===== src/rtl/mdio_pkg.sv =====
package mdio_pkg;

    typedef enum logic [2:0] {
        ST_IDLE,
        ST_PRE,
        ST_HDR,
        ST_TA,
        ST_DATA
    } mdio_state_e;

    localparam int PHY_W     = 5;
    localparam int REG_W     = 5;
    localparam int DATA_W    = 16;
    localparam int CODE_W    = 2;
    localparam int PRE_CELLS = 32;
    localparam int HDR_BITS  = CODE_W + CODE_W + PHY_W + REG_W;
    localparam int TA_BITS   = CODE_W;
    localparam int FRAME_W   = HDR_BITS + TA_BITS + DATA_W;

    localparam logic [CODE_W-1:0] START_CODE = 2'b01;
    localparam logic [CODE_W-1:0] OP_READ    = 2'b10;
    localparam logic [CODE_W-1:0] OP_WRITE   = 2'b01;
    localparam logic [CODE_W-1:0] TA_WRITE   = 2'b10;

endpackage


===== src/rtl/mdio_tick.sv =====
module mdio_tick #(
    parameter int HALF_CYCLES = 20
) (
    input  logic clk,
    input  logic rst_n,
    input  logic en_i,
    output logic tick_o
);
    localparam int CW = (HALF_CYCLES > 1) ? $clog2(HALF_CYCLES) : 1;
    localparam logic [CW-1:0] LAST = CW'(HALF_CYCLES - 1);

    logic [CW-1:0] cnt_q;

    always_ff @(posedge clk) begin
        if (!rst_n || !en_i) begin
            cnt_q <= '0;
        end else if (cnt_q == LAST) begin
            cnt_q <= '0;
        end else begin
            cnt_q <= cnt_q + 1'b1;
        end
    end

    assign tick_o = en_i && (cnt_q == LAST);

endmodule


===== src/rtl/mdio_capture.sv =====
module mdio_capture #(
    parameter int W = 16
) (
    input  logic         clk,
    input  logic         rst_n,
    input  logic         clr_i,
    input  logic         shift_i,
    input  logic         bit_i,
    output logic [W-1:0] data_o
);
    always_ff @(posedge clk) begin
        if (!rst_n || clr_i) begin
            data_o <= '0;
        end else if (shift_i) begin
            data_o <= {data_o[W-2:0], bit_i};
        end
    end

endmodule


===== src/rtl/mdio_master.sv =====
module mdio_master
    import mdio_pkg::*;
#(
    parameter int HALF_CYCLES = 20
) (
    input  logic              clk,
    input  logic              rst_n,
    input  logic              start_i,
    input  logic              write_i,
    input  logic [PHY_W-1:0]  phy_i,
    input  logic [REG_W-1:0]  reg_i,
    input  logic [DATA_W-1:0] wdata_i,
    output logic              busy_o,
    output logic              done_o,
    output logic [DATA_W-1:0] rdata_o,
    output logic              err_o,
    output logic              mdc_o,
    output logic              mdo_o,
    output logic              mdoe_o,
    input  logic              mdi_i
);
    localparam int CNT_W = $clog2(PRE_CELLS);

    mdio_state_e       state_q, state_d;
    logic [CNT_W-1:0]  cnt_q, cnt_d;
    logic              half_q, half_d;
    logic [FRAME_W-1:0] tx_q, tx_d;
    logic              wr_q, wr_d;
    logic              err_q, err_d;
    logic              done_q, done_d;
    logic [DATA_W-1:0] rdata_q, rdata_d;
    logic              oe_q, oe_d;

    logic              tick;
    logic              accept;
    logic              sample_data;
    logic [DATA_W-1:0] rx;

    assign accept      = (state_q == ST_IDLE) && start_i;
    assign sample_data = tick && !half_q && (state_q == ST_DATA) && !wr_q;

    mdio_tick #(.HALF_CYCLES(HALF_CYCLES)) u_tick (
        .clk    (clk),
        .rst_n  (rst_n),
        .en_i   (state_q != ST_IDLE),
        .tick_o (tick)
    );

    mdio_capture #(.W(DATA_W)) u_capture (
        .clk     (clk),
        .rst_n   (rst_n),
        .clr_i   (accept),
        .shift_i (sample_data),
        .bit_i   (mdi_i),
        .data_o  (rx)
    );

    // state register
    always_ff @(posedge clk) begin
        if (!rst_n) begin
            state_q <= ST_IDLE;
            cnt_q   <= '0;
            half_q  <= 1'b0;
            tx_q    <= '0;
            wr_q    <= 1'b0;
            err_q   <= 1'b0;
            done_q  <= 1'b0;
            rdata_q <= '0;
            oe_q    <= 1'b1;
        end else begin
            state_q <= state_d;
            cnt_q   <= cnt_d;
            half_q  <= half_d;
            tx_q    <= tx_d;
            wr_q    <= wr_d;
            err_q   <= err_d;
            done_q  <= done_d;
            rdata_q <= rdata_d;
            oe_q    <= oe_d;
        end
    end

    // next state
    always_comb begin
        state_d = state_q;
        cnt_d   = cnt_q;
        half_d  = half_q;
        tx_d    = tx_q;
        wr_d    = wr_q;
        err_d   = err_q;
        done_d  = 1'b0;
        rdata_d = rdata_q;
        // direction follows the state one cycle late, so it moves while MDC is low
        oe_d    = !(!wr_q && (state_q == ST_TA || state_q == ST_DATA));

        unique case (state_q)
            ST_IDLE: begin
                if (start_i) begin
                    state_d = ST_PRE;
                    cnt_d   = '0;
                    half_d  = 1'b0;
                    tx_d    = {START_CODE, (write_i ? OP_WRITE : OP_READ),
                               phy_i, reg_i, TA_WRITE, wdata_i};
                    wr_d    = write_i;
                    err_d   = 1'b0;
                end
            end
            ST_PRE, ST_HDR, ST_TA, ST_DATA: begin
                if (tick && !half_q) begin
                    // end of low half: rising edge follows, sample here
                    half_d = 1'b1;
                    if (state_q == ST_TA && cnt_q == CNT_W'(TA_BITS - 1) && !wr_q) begin
                        err_d = mdi_i;
                    end
                end else if (tick) begin
                    // end of high half: falling edge, move to next cell
                    half_d = 1'b0;
                    cnt_d  = cnt_q + 1'b1;
                    if (state_q != ST_PRE) begin
                        tx_d = {tx_q[FRAME_W-2:0], 1'b0};
                    end
                    unique case (state_q)
                        ST_PRE: begin
                            if (cnt_q == CNT_W'(PRE_CELLS - 1)) begin
                                state_d = ST_HDR;
                                cnt_d   = '0;
                            end
                        end
                        ST_HDR: begin
                            if (cnt_q == CNT_W'(HDR_BITS - 1)) begin
                                state_d = ST_TA;
                                cnt_d   = '0;
                            end
                        end
                        ST_TA: begin
                            if (cnt_q == CNT_W'(TA_BITS - 1)) begin
                                state_d = ST_DATA;
                                cnt_d   = '0;
                            end
                        end
                        ST_DATA: begin
                            if (cnt_q == CNT_W'(DATA_W - 1)) begin
                                state_d = ST_IDLE;
                                cnt_d   = '0;
                                done_d  = 1'b1;
                                rdata_d = (wr_q || err_q) ? '0 : rx;
                            end
                        end
                        default: ;
                    endcase
                end
            end
            default: state_d = ST_IDLE;
        endcase
    end

    // outputs
    always_comb begin
        busy_o  = (state_q != ST_IDLE);
        done_o  = done_q;
        rdata_o = rdata_q;
        err_o   = err_q && done_q;
        mdc_o   = half_q;
        mdoe_o  = oe_q;
        mdo_o   = (state_q == ST_HDR || state_q == ST_TA || state_q == ST_DATA)
                  ? tx_q[FRAME_W-1] : 1'b1;
    end

endmodule


===== config.mk =====
export PLATFORM = sky130hd
export DESIGN_NAME = mdio_master
export DESIGN_NICKNAME = d
export VERILOG_FILES = /design/src/rtl/mdio_pkg.sv /design/src/rtl/mdio_tick.sv /design/src/rtl/mdio_capture.sv /design/src/rtl/mdio_master.sv
export SDC_FILE = /design/constraint.sdc
export NUM_CORES = 1
export LEC_CHECK = 0
export ABC_AREA = 1
export BUFFER_PORTS_ARGS = -buffer_cell sky130_fd_sc_hd__buf_2
export CORE_ASPECT_RATIO = 1.5
export CORE_UTILIZATION = 51
export CTS_CLUSTER_DIAMETER = 150
export DETAILED_ROUTE_END_ITERATION = 10
export PLACE_DENSITY = 0.75
export SLEW_MARGIN = 20
export SYNTH_ARGS = -nofsm -noshare
export SYNTH_HDL_FRONTEND = slang
export SYNTH_HIERARCHICAL = 1
export SYNTH_SLANG_ARGS = --single-unit

===== constraint.sdc =====
create_clock -name clk -period 2.3 [get_ports clk]
set_input_delay 0.115 -clock clk [delete_from_list [all_inputs] [get_ports clk]]
set_output_delay 0.115 -clock clk [all_outputs]
set_load 0.01 [all_outputs]

# [Yosys cells after proc, flatten, opt, wreduce, memory -nomap -nowiden]
# Index checks and enable logic that the tools add are counted.
[op_classes] n_bitwise=5 reduce_logical=33 muxes=34 add_sub_neg=2 n_eq_ne=22
[ops] cell="$mux W32" n=4
[ops] cell="$pmux W32 S2" n=1
[ops] cell="$mux W5" n=7
[ops] cell="$mux W3" n=7
[ops] cell="$pmux W5 S4" n=1
[ops] cell="$mux W16" n=1
[ops] cell="$ne A3 B3 Y1 const B" n=5
[ops] cell="$ne A2 B2 Y1 const B" n=6
[ops] cell="$pmux W3 S4" n=1
[ops] cell="$add A5 B1 Y5 const B" n=2
[ops] cell="$eq A5 B4 Y1 const B" n=2
[ops] cell="$eq A5 B5 Y1 const B" n=2
[ops] cell="$pmux W5 S2" n=1
[ops] cell="$reduce_and A5 Y1" n=2
[ops] cell="$logic_and A1 B1 Y1" n=9
[ops] cell="$reduce_and A4 Y1" n=2
[ops] cell="$reduce_and A8 Y1" n=1
[ops] cell="$mux W1" n=7
[ops] cell="$eq A3 B2 Y1 const B" n=2
[ops] cell="$logic_or A1 B1 Y1" n=6
[ops] cell="$pmux W3 S2" n=1
[ops] cell="$eq A5 B1 Y1 const B" n=1
[ops] cell="$logic_not A1 Y1" n=5
[ops] cell="$ne A5 B5 Y1 const B" n=1
[ops] cell="other kinds (14)" n=19
[totals] ff_bits=82

# [Longest topological paths before layout]
[depth] depth_word=6 depth_mapped=13 depth_no_buf=13

# [By module]
# Netlist, hierarchy kept.
[by_module_without_submodules] mod="mdio_master" area_per_inst_um2=2985.4 seq_area_each_um2=1221.2 instances=1 cells_each=463
[by_module_without_submodules] mod="mdio_capture" area_per_inst_um2=651.9 seq_area_each_um2=320.3 instances=1 cells_each=71
[by_module_without_submodules] mod="mdio_tick" area_per_inst_um2=230.2 seq_area_each_um2=100.1 instances=1 cells_each=32

# [Worst setup path before layout]
# OpenSTA, ideal clock, no wires.
[synth_path] path_type="reg2reg" start="register state_q[2]" end="register rdata_q[14] (netlist: rdata_o[14])" slack_ps=384 n_path_buf=1 setup_ps=132 path_stages_with_launch=11 t_arrival_ps=1784 path_cell_list="dfxtp_1 inv_2 nand2_1 inv_1 nor2_1 nand2_1 nor3_4 inv_2 clkbuf_1 a21oi_1 nor3_1"
[synth_between] elab_chain_cells=5 elab_cells_between_ends=10 classes_between="4 x eq/ne; 1 x bitwise; 5 x reduce/logical"
[synth_rtl] element="start, declared" line="mdio_master.sv:24" source="mdio_state_e state_q, state_d;"
[synth_rtl] element="start signal, assigned" line="mdio_master.sv:71" source="state_q <= state_d;"
[synth_rtl] element="$reduce_bool A3 Y1 *"
[synth_rtl] element="net busy_o" line="mdio_master.sv:13" source="output logic busy_o,"
[synth_rtl] element="$logic_and A1 B1 Y1 *" line="mdio_tick.sv:24" source="assign tick_o = en_i && (cnt_q == LAST);"
[synth_rtl] element="net tick" line="mdio_master.sv:34" source="logic tick;"
[synth_rtl] element="$logic_and A1 B1 Y1" line="mdio_master.sv:109" source="if (tick && !half_q) begin"
[synth_rtl] element="$not A1 Y1 (no source line)"
[synth_rtl] element="$reduce_and A5 Y1 (no source line) *"
[synth_rtl] element="end signal, assigned" line="mdio_master.sv:78" source="rdata_q <= rdata_d;"
[synth_rtl] element="end, declared" line="mdio_master.sv:31" source="logic [DATA_W-1:0] rdata_q, rdata_d;"
# The timed path passes the listed nets; every way through them passes the cells marked *.
# A chain may end at the register's enable or synchronous reset.

# [Final worst setup path]
[layout_path] start="register state_q[1]" end="register tx_q[12]"
[layout_between] elab_chain_cells=5 elab_cells_between_ends=17 classes_between="9 x eq/ne; 1 x mux; 7 x reduce/logical"
[layout_rtl] element="$reduce_bool A3 Y1 *" line="mdio_master.sv:45" source=".en_i (state_q != ST_IDLE),"
[layout_rtl] element="$logic_and A1 B1 Y1 *" line="mdio_tick.sv:24"
[layout_rtl] element="net tick" line="mdio_master.sv:34"
[layout_rtl] element="$logic_and A1 B1 Y1" line="mdio_master.sv:109"
[layout_rtl] element="$ne A2 B2 Y1 (no source line)"
[layout_rtl] element="$reduce_and A5 Y1 (no source line) *"
[layout_rtl] element="end signal, assigned" line="mdio_master.sv:74" source="tx_q <= tx_d;"
[layout_rtl] element="end, declared" line="mdio_master.sv:27" source="logic [FRAME_W-1:0] tx_q, tx_d;"
# Marked as above.

==> run metrics <==
status finished clean; reg-to-reg setup timing slack 0.33 ns; WP buf/inv 2; fin. max-slew vios 0; Port Buffer Count 52; CTS max path bufs 2; Vias/cell 4.82; Rel. slew slack 66.1%; Hold Vio Cnt, Final 0; post-detail-place hpwl 5.65 mm; Post-CTS Setup Inserts 0; PD cells 1120 nW/um2; wire length per cell 11.2 um; layout cells sized above 1 18.9%; Cell Chain, Critical Path nor2_2 > nand2_1 > inv_1 > nor2_1 > nand2_1 > nand2_1 > nand3_2 > buf_4 > nand2_1 > nand2_1 > nor2_1; WL final 8.04 mm; Leak 0.00206 uW; First DRT Iteration DRCs 140; core area 7270 um2; max-cap violations 0; kind of cell adding the most delay to the critical path simple AND/OR/NAND/NOR gates; pin count of the biggest net entering global routing 58; Yosys reg bits 82; critical path arrival 2.23 ns; largest cells by area after synthesis dfxtp_1, nand2_1, nor2_1, inv_1, a21oi_1; Remaining Overflow, GRT 0; post-synth cell types 31; Die ar. 7940 um2; post_cts resized 0; number of global-route vias before repair 3170; unrepaired setup endpoints after global routing no; Post-synth top flop dfxtp_1; Critical-path top delay cell buf_4; TritonRoute pass-1 iters 4; number of synthesized flops with an enable pin 0; worst r2r src state_q[1]; R2R depth 11; async set-reset flop share out of synthesis 0%; syn_area_per_cell 6.83 um2; CP endpoint tx_q[12]; P&R area growth vs syn 13.6%; most frequent CP cell nand2_1; ANT nets after route 0; Die H 109 um; Seq/Total Area, Yosys 42.4%; endpoints failing setup 0; initial antenna violation count 0; capturing point of the worst reg2reg path tx_q[12]; root buffer cell clkbuf_8; CP Depth 11; final cycle utilization of the critical path 85.8%; CP Launch Type register; Final GP Congestion 0.884; CTS tree done; Tmin final 1.97 ns; yosys warns 6; initial core utilization 53.2%; Crit Path Max Fanout 57; Antenna diodes 0; Worst setup EP type register; number of buffers created by CTS 9; share of the synthesized area in the top cell type 42.4%; synthesized cell area 3870 um2; synthesized instance count 566; fmax 507 MHz; Worst Setup SP state_q[1]; cell with the most instances after synthesis nand2_1; Hold Crit Class input pin to register; WS Path Type register to register; CTS Sinks 82; Die Span X 73.1 um; Worst Path Required 2.56 ns; Hold-fix buffers, CTS 0; Mapped Nets 601; Placement Cell Area 4170 um2; top cells by count, synth nand2_1, nor2_1, dfxtp_1, inv_1, a21oi_1; max incr delay on CP 0.44 ns; peak supply drop 0.637 mV; Site Rows 38; Tot GR Track Use 22.0%; DRC violations left 0; CTS clock-pin slew for the worst setup and hold paths 0.08 ns; first-pass GRT wire length 13.4 mm; worst skew pair latency 0.36 ns; I/O pin total 53; via count 3459; nets 648; Slew @ Worst Pin 0.509 ns; clk_skew 0.00732 ns; setup TNS 0 ns; area leader, netlist dfxtp_1; Design Area, Final 4390 um2; H-tree Lvls 3
power breakdown:
part | internal (uW) | total (uW) | leakage [uW] | switching, uW
Clock | 642 | 1150 | 0.000103 | 504
Sequential | 1650 | 1750 | 0.000668 | 104
Combinational | 643 | 2000 | 0.00129 | 1360
Total | 2930 | 4900 | 0.00206 | 1960
flip-flops by register name, summed over array words and instances (netlist names):
register          cells
mdoe_o                1
mdc_o                 1
cnt_q                 5
rdata_o              16
u_tick/cnt_q          5
err_q                 1
tx_q                 32
wr_q                  1
done_o                1
state_q               3
u_capture/data_o     16
layer usage:
| layer | up-vias | wire, um | GRT usage, % |
|---|---|---|---|
| li1 | 1854 | - | - |
| met1 | 1533 | 3540 | 23.9 |
| met2 | 60 | 4070 | 39.6 |
| met3 | 12 | 252 | 5.55 |
| met4 | 0 | 175 | 9.38 |
| met5 | - | 0 | 0 |
layout by cell type, fill, tap and decap left out:
master and count:
a21oi_1 35, a21oi_2 10, buf_12 1, buf_2 52, buf_4 7, bufinv_16 2
clkbuf_1 2, clkbuf_8 10, clkinvlp_4 2, dfxtp_1 82, ha_1 4, inv_1 54
inv_2 7, inv_8 1, nand2_1 159, nand2_2 15, nand2_4 1, nand3_1 30
nand3_2 1, nand3b_1 1, nand4_1 4, nor2_1 86, nor2_2 3, nor2_4 2
nor3_1 9, nor3_4 1, o21a_1 1, o21ai_0 28, o21ai_1 3, o21bai_1 2
or2_2 2, xnor2_1 1
cell families (layout without fill, tap and decap cells):
logic type | Yosys count | count (layout) | synth area share [%]
simple gates | 314 | 314 | 34.5
xor+xnor | 1 | 1 | 0.227
fa+ha+maj | 4 | 4 | 1.29
compound gates | 79 | 79 | 11.4
flops | 82 | 82 | 42.4
buf+inv | 86 | 138 | 10.2
worst min-delay path: stages:
cell and delay (ns):
buf_2 0.11, nand2_1 0.06, a21oi_1 0.06
area by class of cell:
| class | count | area, um2 |
|---|---|---|
| Fill cell | 719 | 2880 |
| Multi-Input combinational cell | 398 | 1830 |
| Sequential cell | 82 | 1640 |
| Timing Repair Buffer | 60 | 333 |
| Inverter | 62 | 240 |
| Clock buffer | 12 | 145 |
| Tap cell | 100 | 125 |
| Clock inverter | 4 | 75.1 |
stage by stage:
stage	std cells	setup slack (ns)	hold WS (ns)	util (%)	total power, uW
final	718	0.327	0.0250	60.4	4900
after global routing	718	0.0646	0.0207	60.4	5340
after CTS	718	0.330	0.00504	60.4	4950
after detailed placement	702	0.361	0.401	57.3	3790
after global placement	702	0.385	0.390	57.3	3740
after floorplan	566	0.384	0.243	-	3410
worst min-delay path by stage:
stage | start | to | slack, ns | depth (start not counted)
3_3_place_gp | mdi_i | u_capture/data_o[0] | 0.39 | 3
6_report | mdi_i | u_capture/data_o[0] | 0.02 | 3
2_1_floorplan | write_i | wr_q | 0.24 | 2
5_1_grt | write_i | wr_q | 0.02 | 3
4_1_cts | mdi_i | u_capture/data_o[0] | 0.005 | 3
3_5_place_dp | mdi_i | u_capture/data_o[0] | 0.40 | 3
(Power assumes the default switching activity.)
